**src/rtl/mg_pkg.sv**
```systemverilog
package mg_pkg;

  typedef enum logic [1:0] {
    MD_BOOT = 2'd0,
    MD_TEST = 2'd1,
    MD_CFG  = 2'd2,
    MD_SYS  = 2'd3
  } mode_e;

  typedef enum logic [1:0] {
    OP_RD  = 2'd0,
    OP_WR  = 2'd1,
    OP_EX  = 2'd2,
    OP_BAD = 2'd3
  } op_e;

  typedef enum logic [2:0] {
    RG_NONE,
    RG_APP_ROM,
    RG_TEST_ROM,
    RG_MFG_EEP,
    RG_EEP_IN,
    RG_EEP_OUT,
    RG_BOOT_RAM,
    RG_APP_RAM
  } region_e;

  localparam int MEM_N   = 3;
  localparam int MEM_ROM = 0;
  localparam int MEM_EEP = 1;
  localparam int MEM_RAM = 2;

endpackage

```
**src/rtl/mg_decode.sv**
```systemverilog
module mg_decode
  import mg_pkg::*;
#(
  parameter int ADDR_W         = 20,
  parameter int OFF_W          = 18,
  parameter int APP_ROM_BYTES  = 200704,
  parameter int TEST_ROM_BYTES = 20480,
  parameter int MFG_EEP_BYTES  = 128,
  parameter int EEP_UNIT_BYTES = 4096,
  parameter int EEP_UNITS_MAX  = 3,
  parameter int BOOT_RAM_BYTES = 128,
  parameter int RAM_BYTES      = 6144
) (
  input  logic [ADDR_W-1:0] addr,
  input  logic [1:0]        eep_sel,
  input  logic              boot_over,
  output region_e           region,
  output logic [MEM_N-1:0]  hit,
  output logic [OFF_W-1:0]  off
);

  localparam int BANK_W = ADDR_W - OFF_W;
  localparam logic [OFF_W-1:0] APP_ROM_END = OFF_W'(APP_ROM_BYTES);
  localparam logic [OFF_W-1:0] ROM_END     = OFF_W'(APP_ROM_BYTES + TEST_ROM_BYTES);
  localparam logic [OFF_W-1:0] MFG_END     = OFF_W'(MFG_EEP_BYTES);
  localparam logic [OFF_W-1:0] EEP_END     = OFF_W'(MFG_EEP_BYTES + EEP_UNIT_BYTES * EEP_UNITS_MAX);
  localparam logic [OFF_W-1:0] BOOT_END    = OFF_W'(BOOT_RAM_BYTES);
  localparam logic [OFF_W-1:0] RAM_END     = OFF_W'(RAM_BYTES);

  // Size of the application EEPROM window for a selector value.
  function automatic logic [OFF_W-1:0] eep_win(input logic [1:0] sel);
    case (sel)
      2'd1:    eep_win = OFF_W'(2 * EEP_UNIT_BYTES);
      2'd2:    eep_win = OFF_W'(3 * EEP_UNIT_BYTES);
      default: eep_win = OFF_W'(EEP_UNIT_BYTES);
    endcase
  endfunction

  logic [BANK_W-1:0] bank;
  logic [OFF_W-1:0]  eep_rel;

  assign bank    = addr[ADDR_W-1:OFF_W];
  assign off     = addr[OFF_W-1:0];
  assign eep_rel = off - MFG_END;

  always_comb begin
    region = RG_NONE;
    hit    = '0;
    if (bank == BANK_W'(MEM_ROM)) begin
      if (off < APP_ROM_END) begin
        region = RG_APP_ROM;
        hit[MEM_ROM] = 1'b1;
      end else if (off < ROM_END) begin
        region = RG_TEST_ROM;
        hit[MEM_ROM] = 1'b1;
      end
    end else if (bank == BANK_W'(MEM_EEP)) begin
      if (off < MFG_END) begin
        region = RG_MFG_EEP;
        hit[MEM_EEP] = 1'b1;
      end else if (off < EEP_END) begin
        region = (eep_rel < eep_win(eep_sel)) ? RG_EEP_IN : RG_EEP_OUT;
        hit[MEM_EEP] = 1'b1;
      end
    end else if (bank == BANK_W'(MEM_RAM)) begin
      if (off < RAM_END) begin
        region = (!boot_over && off < BOOT_END) ? RG_BOOT_RAM : RG_APP_RAM;
        hit[MEM_RAM] = 1'b1;
      end
    end
  end

endmodule

```
**src/rtl/mg_policy.sv**
```systemverilog
module mg_policy
  import mg_pkg::*;
(
  input  mode_e   mode,
  input  op_e     op,
  input  region_e region,
  output logic    allow
);

  function automatic logic rule(input mode_e m, input op_e o, input region_e r);
    logic rd_ex, rd_wr;
    rd_ex = (o == OP_RD) || (o == OP_EX);
    rd_wr = (o == OP_RD) || (o == OP_WR);
    rule  = 1'b0;
    if (o != OP_BAD && r != RG_NONE) begin
      case (m)
        MD_TEST: rule = 1'b1;
        MD_SYS: begin
          case (r)
            RG_APP_ROM: rule = rd_ex;
            RG_EEP_IN:  rule = 1'b1;
            RG_APP_RAM: rule = rd_wr;
            default:    rule = 1'b0;
          endcase
        end
        default: begin
          case (r)
            RG_TEST_ROM:                      rule = rd_ex;
            RG_MFG_EEP, RG_EEP_IN, RG_BOOT_RAM: rule = rd_wr;
            default:                          rule = 1'b0;
          endcase
        end
      endcase
    end
  endfunction

  assign allow = rule(mode, op, region);

endmodule

```
**src/rtl/mg_boot_state.sv**
```systemverilog
module mg_boot_state (
  input  logic clk,
  input  logic rst_n,
  input  logic boot_done,
  output logic boot_over
);

  always_ff @(posedge clk or negedge rst_n) begin
    if (!rst_n)         boot_over <= 1'b0;
    else if (boot_done) boot_over <= 1'b1;
  end

  assert_boot_sticky_R8: assert property (@(posedge clk) disable iff (!rst_n)
    boot_over |=> boot_over);

  assert_boot_set_R8: assert property (@(posedge clk) disable iff (!rst_n)
    boot_done |=> boot_over);

endmodule

```
**src/rtl/mem_guard.sv**
```systemverilog
module mem_guard
  import mg_pkg::*;
#(
  parameter int ADDR_W         = 20,
  parameter int OFF_W          = 18,
  parameter int DATA_W         = 8,
  parameter int APP_ROM_BYTES  = 200704,
  parameter int TEST_ROM_BYTES = 20480,
  parameter int MFG_EEP_BYTES  = 128,
  parameter int EEP_UNIT_BYTES = 4096,
  parameter int EEP_UNITS_MAX  = 3,
  parameter int BOOT_RAM_BYTES = 128,
  parameter int RAM_BYTES      = 6144
) (
  input  logic              clk,
  input  logic              rst_n,
  input  logic              req_valid,
  input  logic [ADDR_W-1:0] req_addr,
  input  logic [1:0]        req_op,
  input  logic [1:0]        cur_mode,
  input  logic [1:0]        eep_size_sel,
  input  logic              boot_done,
  output logic              grant,
  output logic [MEM_N-1:0]  mem_en,
  output logic [OFF_W-1:0]  mem_off,
  input  logic [DATA_W-1:0] rom_rdata,
  input  logic [DATA_W-1:0] eep_rdata,
  input  logic [DATA_W-1:0] ram_rdata,
  output logic [DATA_W-1:0] cpu_rdata,
  output logic              violation
);

  mode_e   mode;
  op_e     op;
  region_e region;
  logic [MEM_N-1:0] hit;
  logic             allow;
  logic             boot_over;
  logic             deny_evt;
  logic             rd_grant;
  logic [MEM_N-1:0] rd_sel_q;
  logic [DATA_W-1:0] mem_data [MEM_N];
  logic [DATA_W-1:0] gated    [MEM_N];

  assign mode = mode_e'(cur_mode);
  assign op   = op_e'(req_op);

  mg_boot_state u_boot (
    .clk       (clk),
    .rst_n     (rst_n),
    .boot_done (boot_done),
    .boot_over (boot_over)
  );

  mg_decode #(
    .ADDR_W(ADDR_W), .OFF_W(OFF_W),
    .APP_ROM_BYTES(APP_ROM_BYTES), .TEST_ROM_BYTES(TEST_ROM_BYTES),
    .MFG_EEP_BYTES(MFG_EEP_BYTES), .EEP_UNIT_BYTES(EEP_UNIT_BYTES),
    .EEP_UNITS_MAX(EEP_UNITS_MAX), .BOOT_RAM_BYTES(BOOT_RAM_BYTES),
    .RAM_BYTES(RAM_BYTES)
  ) u_dec (
    .addr      (req_addr),
    .eep_sel   (eep_size_sel),
    .boot_over (boot_over),
    .region    (region),
    .hit       (hit),
    .off       (mem_off)
  );

  mg_policy u_pol (
    .mode   (mode),
    .op     (op),
    .region (region),
    .allow  (allow)
  );

  assign grant    = req_valid & allow;
  assign deny_evt = req_valid & ~allow;
  assign rd_grant = grant & (op == OP_RD);

  assign mem_data[MEM_ROM] = rom_rdata;
  assign mem_data[MEM_EEP] = eep_rdata;
  assign mem_data[MEM_RAM] = ram_rdata;

  for (genvar i = 0; i < MEM_N; i++) begin : g_mem
    assign mem_en[i] = grant & hit[i];
    assign gated[i]  = rd_sel_q[i] ? mem_data[i] : '0;
  end

  always_comb begin
    cpu_rdata = '0;
    for (int i = 0; i < MEM_N; i++) cpu_rdata = cpu_rdata | gated[i];
  end

  always_ff @(posedge clk or negedge rst_n) begin
    if (!rst_n) begin
      violation <= 1'b0;
      rd_sel_q  <= '0;
    end else begin
      violation <= deny_evt;
      rd_sel_q  <= rd_grant ? hit : '0;
    end
  end

  assert_en_onehot_R10: assert property (@(posedge clk) disable iff (!rst_n)
    $onehot0(mem_en));

  assert_no_en_on_deny_R10: assert property (@(posedge clk) disable iff (!rst_n)
    !grant |-> (mem_en == '0));

  assert_viol_after_deny_R11: assert property (@(posedge clk) disable iff (!rst_n)
    (req_valid && !grant) |=> violation);

  assert_viol_quiet_R11: assert property (@(posedge clk) disable iff (!rst_n)
    !(req_valid && !grant) |=> !violation);

  assert_rdata_zero_R12: assert property (@(posedge clk) disable iff (!rst_n)
    !(req_valid && grant && req_op == 2'd0) |=> (cpu_rdata == '0));

  assert_mfg_hidden_R5: assert property (@(posedge clk) disable iff (!rst_n)
    (req_valid && mode == MD_SYS && region == RG_MFG_EEP) |-> !grant);

  assert_no_ram_exec_R9: assert property (@(posedge clk) disable iff (!rst_n)
    (req_valid && mode == MD_SYS && hit[MEM_RAM] && req_op == 2'd2) |-> !grant);

endmodule

```
**config.mk**
```make
export PLATFORM = sky130hd
export DESIGN_NAME = mem_guard
export DESIGN_NICKNAME = d
export VERILOG_FILES = /design/src/rtl/mg_pkg.sv /design/src/rtl/mg_decode.sv /design/src/rtl/mg_policy.sv /design/src/rtl/mg_boot_state.sv /design/src/rtl/mem_guard.sv
export SDC_FILE = /design/constraint.sdc
export NUM_CORES = 1
export LEC_CHECK = 0
export BUFFER_PORTS_ARGS = -buffer_cell sky130_fd_sc_hd__clkbuf_2
export CORE_ASPECT_RATIO = 1.25
export CORE_MARGIN = 4
export CORE_UTILIZATION = 36
export CTS_CLUSTER_DIAMETER = 50
export DETAILED_ROUTE_END_ITERATION = 8
export PLACE_DENSITY = 0.83
export SYNTH_ARGS = -nofsm -noshare
export SYNTH_HDL_FRONTEND = slang
export SYNTH_SLANG_ARGS = --single-unit
```
**constraint.sdc**
```tcl
create_clock -name clk -period 4.2 [get_ports clk]
set_clock_uncertainty 0.15 [all_clocks]
set_input_delay 0.21 -clock clk [delete_from_list [all_inputs] [get_ports clk]]
set_output_delay 0.21 -clock clk [all_outputs]
set_load 0.03 [all_outputs]
```
# Word-level counts from Yosys, hierarchy flattened
# Cells that the tools add are included.
word_totals:
  output_inout_bits: 31
  inputBits: 54
  ff_bits: 5
op_classes:
  eq_ne: 15
  add_sub_neg: 1
  n_mux: 33
  magnitude_cmp: 6
  n_bitwise: 9
  reduce_logical: 9
op_table:
  columns: ["op", "count"]
  rows:
  - ["2-to-1 mux 18 bit", 4]
  - ["< comparator 18 bit (second input constant)", 2]
  - ["case mux 14 bit (2 select lines)", 1]
  - ["2-to-1 mux 3 bit", 8]
  - ["2-to-1 mux 8 bit", 3]
  - ["< comparator 18 x 13 -> 1 bit (second input constant)", 1]
  - ["< comparator 18 x 14 -> 1 bit (second input constant)", 1]
  - ["< comparator 18 bit", 1]
  - ["< comparator 18 x 8 -> 1 bit (second input constant)", 1]
  - ["subtractor 18 x 8 -> 18 bit (second input constant)", 1]
  - ["bitwise OR 8 bit", 2]
  - ["2-to-1 mux 1 bit", 12]
  - ["== test 3 bit (second input constant)", 3]
  - ["== test 2 x 1 -> 1 bit (second input constant)", 4]
  - ["== test 2 bit (second input constant)", 4]
  - ["AND 1 bit", 6]
  - ["== test 3 x 2 -> 1 bit (second input constant)", 2]
  - ["zero test 2 bit", 2]
  - ["2-to-1 mux 2 bit", 2]
  - ["case mux 1 bit (2 select lines)", 2]
  - ["== test 3 x 1 -> 1 bit (second input constant)", 1]
  - ["case mux 1 bit (3 select lines)", 1]
  - ["nonzero test 3 bit", 1]
  - ["OR reduction 3 bit", 1]
  - ["other kinds (5)", 7]

# Depth between registers and ports, before layout
logic_depth:
  word_depth: 20
  ltp_mapped: 11
  mapped_depth_nobuf: 11

# Cells and area by module
# A second synthesis with hierarchy kept.
hier_totals:
  hier_cells: 109
  area_unflattened_um2: 809.5
modules_own_cells:
  columns: ["module", "area_each_um2", "n_inst", "cells_each", "seq_area_each_um2"]
  rows:
  - ["mg_decode", 394.1, 1, 60, 0.0]
  - ["mem_guard", 287.8, 1, 34, 100.1]
  - ["mg_policy", 96.3, 1, 13, 0.0]
  - ["mg_boot_state", 31.3, 1, 2, 25.0]

# Worst setup path after synthesis
# Ideal clock, no wire load.
synth_timing:
  path_kind: "input-to-output"
  from: "input port req_addr[8]"
  to: "output port grant"
  path_stages: 11
  path_buffers: 0
  arrival_ns: 3.679
  slack_ns: 0.161
  cell_sequence: "or3_1 > nor3_1 > xor2_1 > ha_1 > a2111oi_0 > o21ai_0 > a32oi_1 > a211oi_4 > mux2_4 > o2111a_4 > nor3b_1"
synth_between:
  elab_chain_len: 13
synth_rtl:
  columns: ["item", "line", "source"]
  rows:
  - ["start, declared", "mem_guard.sv:18", "input logic [ADDR_W-1:0] req_addr,"]
  - ["subtractor 18 x 8 -> 18 bit or < comparator 18 x 8 -> 1 bit (tied branches)", "mg_decode.sv:44, mg_decode.sv:58, mg_decode.sv:67", null]
  - ["< comparator 18 bit or logical AND 1 bit (tied branches)", "mg_decode.sv:62, mg_decode.sv:67", null]
  - ["2-to-1 mux 1 bit (on tied branches)", "mg_decode.sv:62, mg_decode.sv:67", null]
  - ["2-to-1 mux 3 bit (on tied branches)", "mg_decode.sv:61, mg_decode.sv:66", null]
  - ["2-to-1 mux 3 bit (on tied branches)", "mg_decode.sv:58, mg_decode.sv:65", null]
  - ["2-to-1 mux 3 bit", "mg_decode.sv:57", "end else if (bank == BANK_W'(MEM_EEP)) begin"]
  - ["2-to-1 mux 3 bit (*)", "mg_decode.sv:49", "if (bank == BANK_W'(MEM_ROM)) begin"]
  - ["== test 3 x 2 -> 1 bit (tied with other cells)", "mg_policy.sv:27", "case (r)"]
  - ["OR reduction 3 bit", "mg_policy.sv:27", null]
  - ["case mux 1 bit (2 select lines)", "mg_policy.sv:27", null]
  - ["case mux 1 bit (2 select lines)", "mg_policy.sv:16", "case (m)"]
  - ["2-to-1 mux 1 bit (*)", "mg_policy.sv:15", "if (o != OP_BAD && r != RG_NONE) begin"]
  - ["AND 1 bit (*)", "mem_guard.sv:77", "assign grant = req_valid & allow;"]
  - ["end, declared", "mem_guard.sv:23", "output logic grant,"]
# Every way passes the cells marked *; elsewhere a longest branch is shown, timed or not.

# Worst setup path after layout
# Ends and elaborated chain as after synthesis.

==> results.json <==
{
  "met3_usage_pct": 4.30,
  "layout-drive-gt1-share_pct": 48.8,
  "worstHoldEndpoint": "u_boot.boot_over$_DFFE_PN0P_",
  "setup.reg_to_reg.worst_slack_ns": 1.99,
  "synth_top_family_by_area": "compound AO/OA/AOI/OAI gates",
  "hold_ws_ns": 0.00678,
  "syn_to_final_growth_pct": 31.6,
  "start_util_pct": 38.6,
  "yosys.area.top_type": "buf_4",
  "num_rows": 19,
  "hp-start": "boot_done",
  "dieArea_um2": 3250,
  "via_per_inst": 5.55,
  "grt_pass1_wl_um": 4530,
  "cts_root_buffer": "clkbuf_4",
  "fp.dieH_um": 62.7,
  "r2r_start": "u_boot.boot_over$_DFFE_PN0P_",
  "cts_buffers": 3,
  "synthTopCellsByArea": "buf_4 16%, dfrtp_1 15%, a222oi_1 9.3%",
  "ys_types": 37,
  "grt_usage_pct": 17.6,
  "grt-ovfl-total": 0,
  "synthCells": 115,
  "busiest_layer": "met2",
  "syn-num-nets": 171,
  "grt_use_met1_pct": 16.1,
  "synth_compound_area_share_pct": 30.0,
  "synth-seq-area-share_pct": 14.5,
  "synthSimpleGateAreaFrac_pct": 26.6,
  "slew_headroom_pct": 67.3,
  "grt_max_degree": 12,
  "drc": 0,
  "grt_pass1_vias": 1117,
  "grt_use_met2_pct": 34.2,
  "ys.warnings.count": 0,
  "netlist_area_um2": 862,
  "detail_route.first_pass.iterations": 5,
  "synthAdderAreaFrac_pct": 2.90,
  "finalCritPeriodShare_pct": 93.7,
  "final.setup.tns_ns": 0,
  "max_freq_mhz": 254,
  "portBuffers": 70,
  "muxShareOfSynthArea_pct": 1.74,
  "hp-class": "in -> reg",
  "status": "completed",
  "postSynthAreaPerCell_um2": 7.50,
  "place.gp.congestion": 0.875,
  "clk_pin_slew_ns": 0.04,
  "ys.flop_type": "dfrtp_1",
  "drt-total-wl_um": 2740,
  "cts_tree": "built",
  "synth.top_cell.area_share_pct": 15.7,
  "required_ns": 3.84,
  "ant_nets": 0,
  "avgRoutedWirePerCell_um": 13.9,
  "cts.path.max_buffers": 2,
  "pre_cts_ws_ns": 0.143,
  "setup_ws_ns": 0.263,
  "drt_iter0_markers": 40,
  "ioPinCount": 85,
  "leakagePower_nw": 0.610,
  "hold_viol": 0,
  "grt_antenna_before_repair": 0,
  "cp-start-kind": "input pin",
  "rsz0062_at_grt": "no",
  "fin_nets": 223,
  "synth-xor-area-share_pct": 1.02,
  "nFillCells": 242,
  "num_vias": 1093,
  "clkSinkCount": 5,
  "worst_skew_pair.late_latency_ns": 0.24,
  "tightest_slew_ns": 0.486,
  "hpwl_um": 2420,
  "finalSetupViolations": 0,
  "path_class": "in -> out",
  "synth_seq_cells": 5,
  "p_per_area_nw_per_um2": 169,
  "path_max_fanout": 8,
  "power_mw": 0.191,
  "r2r-end": "rd_sel_q[1]$_DFF_PN0_",
  "period_needed_ns": 3.94,
  "ff2ff_path_depth": 6,
  "critPathArrivalTime_ns": 3.58,
  "core-area_um2": 2230,
  "fp.dieW_um": 51.8,
  "synth-edff-count": 0,
  "max_cap_viol_count": 0,
  "slew_violations": 0,
  "cp-end-kind": "output pin",
  "synthArstFlopShare_pct": 100,
  "whs_path_depth": 2,
  "htreeDepth": 1,
  "max-vdd-ir-drop_v": 0.0000909,
  "diodes": 0
}
synthesized netlist by cell type, types with 2 or more instances:
cell type and instances:
a21oi_1 4, a222oi_1 8, a32oi_1 2, and2_1 2, buf_4 18, clkbuf_1 5
dfrtp_1 5, ha_1 2, inv_1 11, nand2_1 11, nand2b_1 2, nor2_1 3
nor3_1 10, nor3b_1 2, nor4_1 2, o211ai_1 2, o21a_1 2, or2_0 2
or2_2 2, or3_1 2, or4_1 2
critical path: stages:
cell,delay [ns]
clkbuf_2,0.08
or3_1,0.44
nor3_1,0.31
xor2_1,0.20
ha_1,0.29
a2111oi_2,0.39
o21ai_0,0.14
a32oi_1,0.29
a211oi_4,0.13
mux2_4,0.32
o2111a_4,0.31
nor3b_1,0.21
clkbuf_2,0.24
area by class of cell:
cell class | count | area [um2] | share of cell area (%)
multi-input combinational | 75 | 543 | 47.9
timing repair buffer | 71 | 360 | 31.8
sequential | 5 | 125 | 11.0
inverter | 11 | 41.3 | 3.64
tap | 31 | 38.8 | 3.42
clock buffer | 4 | 26.3 | 2.32
routing by layer:
metal	part of all wire (%)	wire length, um	vias to the layer above
met5	0	0	-
met3	12	332	7
li1	-	-	515
met4	2.2	59	0
met1	34	922	495
met2	52	1430	76
per-stage QoR:
stage | cells | util (%) | cell area [um2]
finish | 197 | 50.8 | 1130
CTS | 197 | 50.5 | 1130
detailed placement | 192 | 48.9 | 1090
global route | 197 | 50.8 | 1130
global placement | 192 | 48.9 | 1090
floorplan | 115 | - | 862
layout by cell type, fill, tap and decap left out, types with 2 or more instances in the layout:
| master | synthesis | final |
|---|---|---|
| clkbuf_2 | 0 | 70 |
| inv_1 | 11 | 11 |
| nand2_1 | 11 | 11 |
| nor3_1 | 10 | 10 |
| a222oi_1 | 8 | 8 |
| dfrtp_1 | 5 | 5 |
| a21oi_1 | 4 | 4 |
| nor2_1 | 3 | 3 |
| clkbuf_4 | 0 | 3 |
| or3_1 | 2 | 2 |
| or2_0 | 2 | 2 |
| or4_1 | 2 | 2 |
| o211ai_1 | 2 | 2 |
| nand2b_1 | 2 | 2 |
| and2_1 | 2 | 2 |
| nor4_1 | 2 | 2 |
| or2_2 | 2 | 2 |
| a32oi_1 | 2 | 2 |
| o21a_1 | 2 | 2 |
| nor3b_1 | 2 | 2 |
| ha_1 | 2 | 2 |
sequential cells by signal (all words and copies together), names as in the netlist:
name	flops
violation	1
u_boot.boot_over	1
rd_sel_q	3
power by group:
part | switching, mW | total [mW] | internal, mW
combinational | 0.0498 | 0.0861 | 0.0362
sequential | 0.000306 | 0.0495 | 0.0492
clock | 0.0198 | 0.0558 | 0.0359
total | 0.0700 | 0.191 | 0.121
worst max-delay path by stage:
stage	from	end	cells past startpoint
after floorplan	req_addr[8]	grant	11
after detailed placement	req_addr[8]	grant	13
final	req_addr[8]	grant	13
after global routing	req_addr[8]	mem_en[0]	13
after global placement	req_addr[8]	mem_en[0]	13
after CTS	req_addr[8]	grant	13
timing repair:
item / in CTS / in global routing
resized for setup: 0 / 2
endpoints found under the hold margin: 5 / 0
endpoints found under the setup margin: 0 / 4
setup buffers: 0 / 0
hold buffers: 1 / 0
kinds of logic (layout without fill, tap and decap cells):
kind of cell,count (synthesis),count (layout)
simple gates,43,43
buf+inv,35,86
compound gates,28,28
flops,5,5
fa+ha+maj,2,2
xor+xnor,1,1
mux,1,1
No activity file was read; power rests on OpenSTA's default activity.
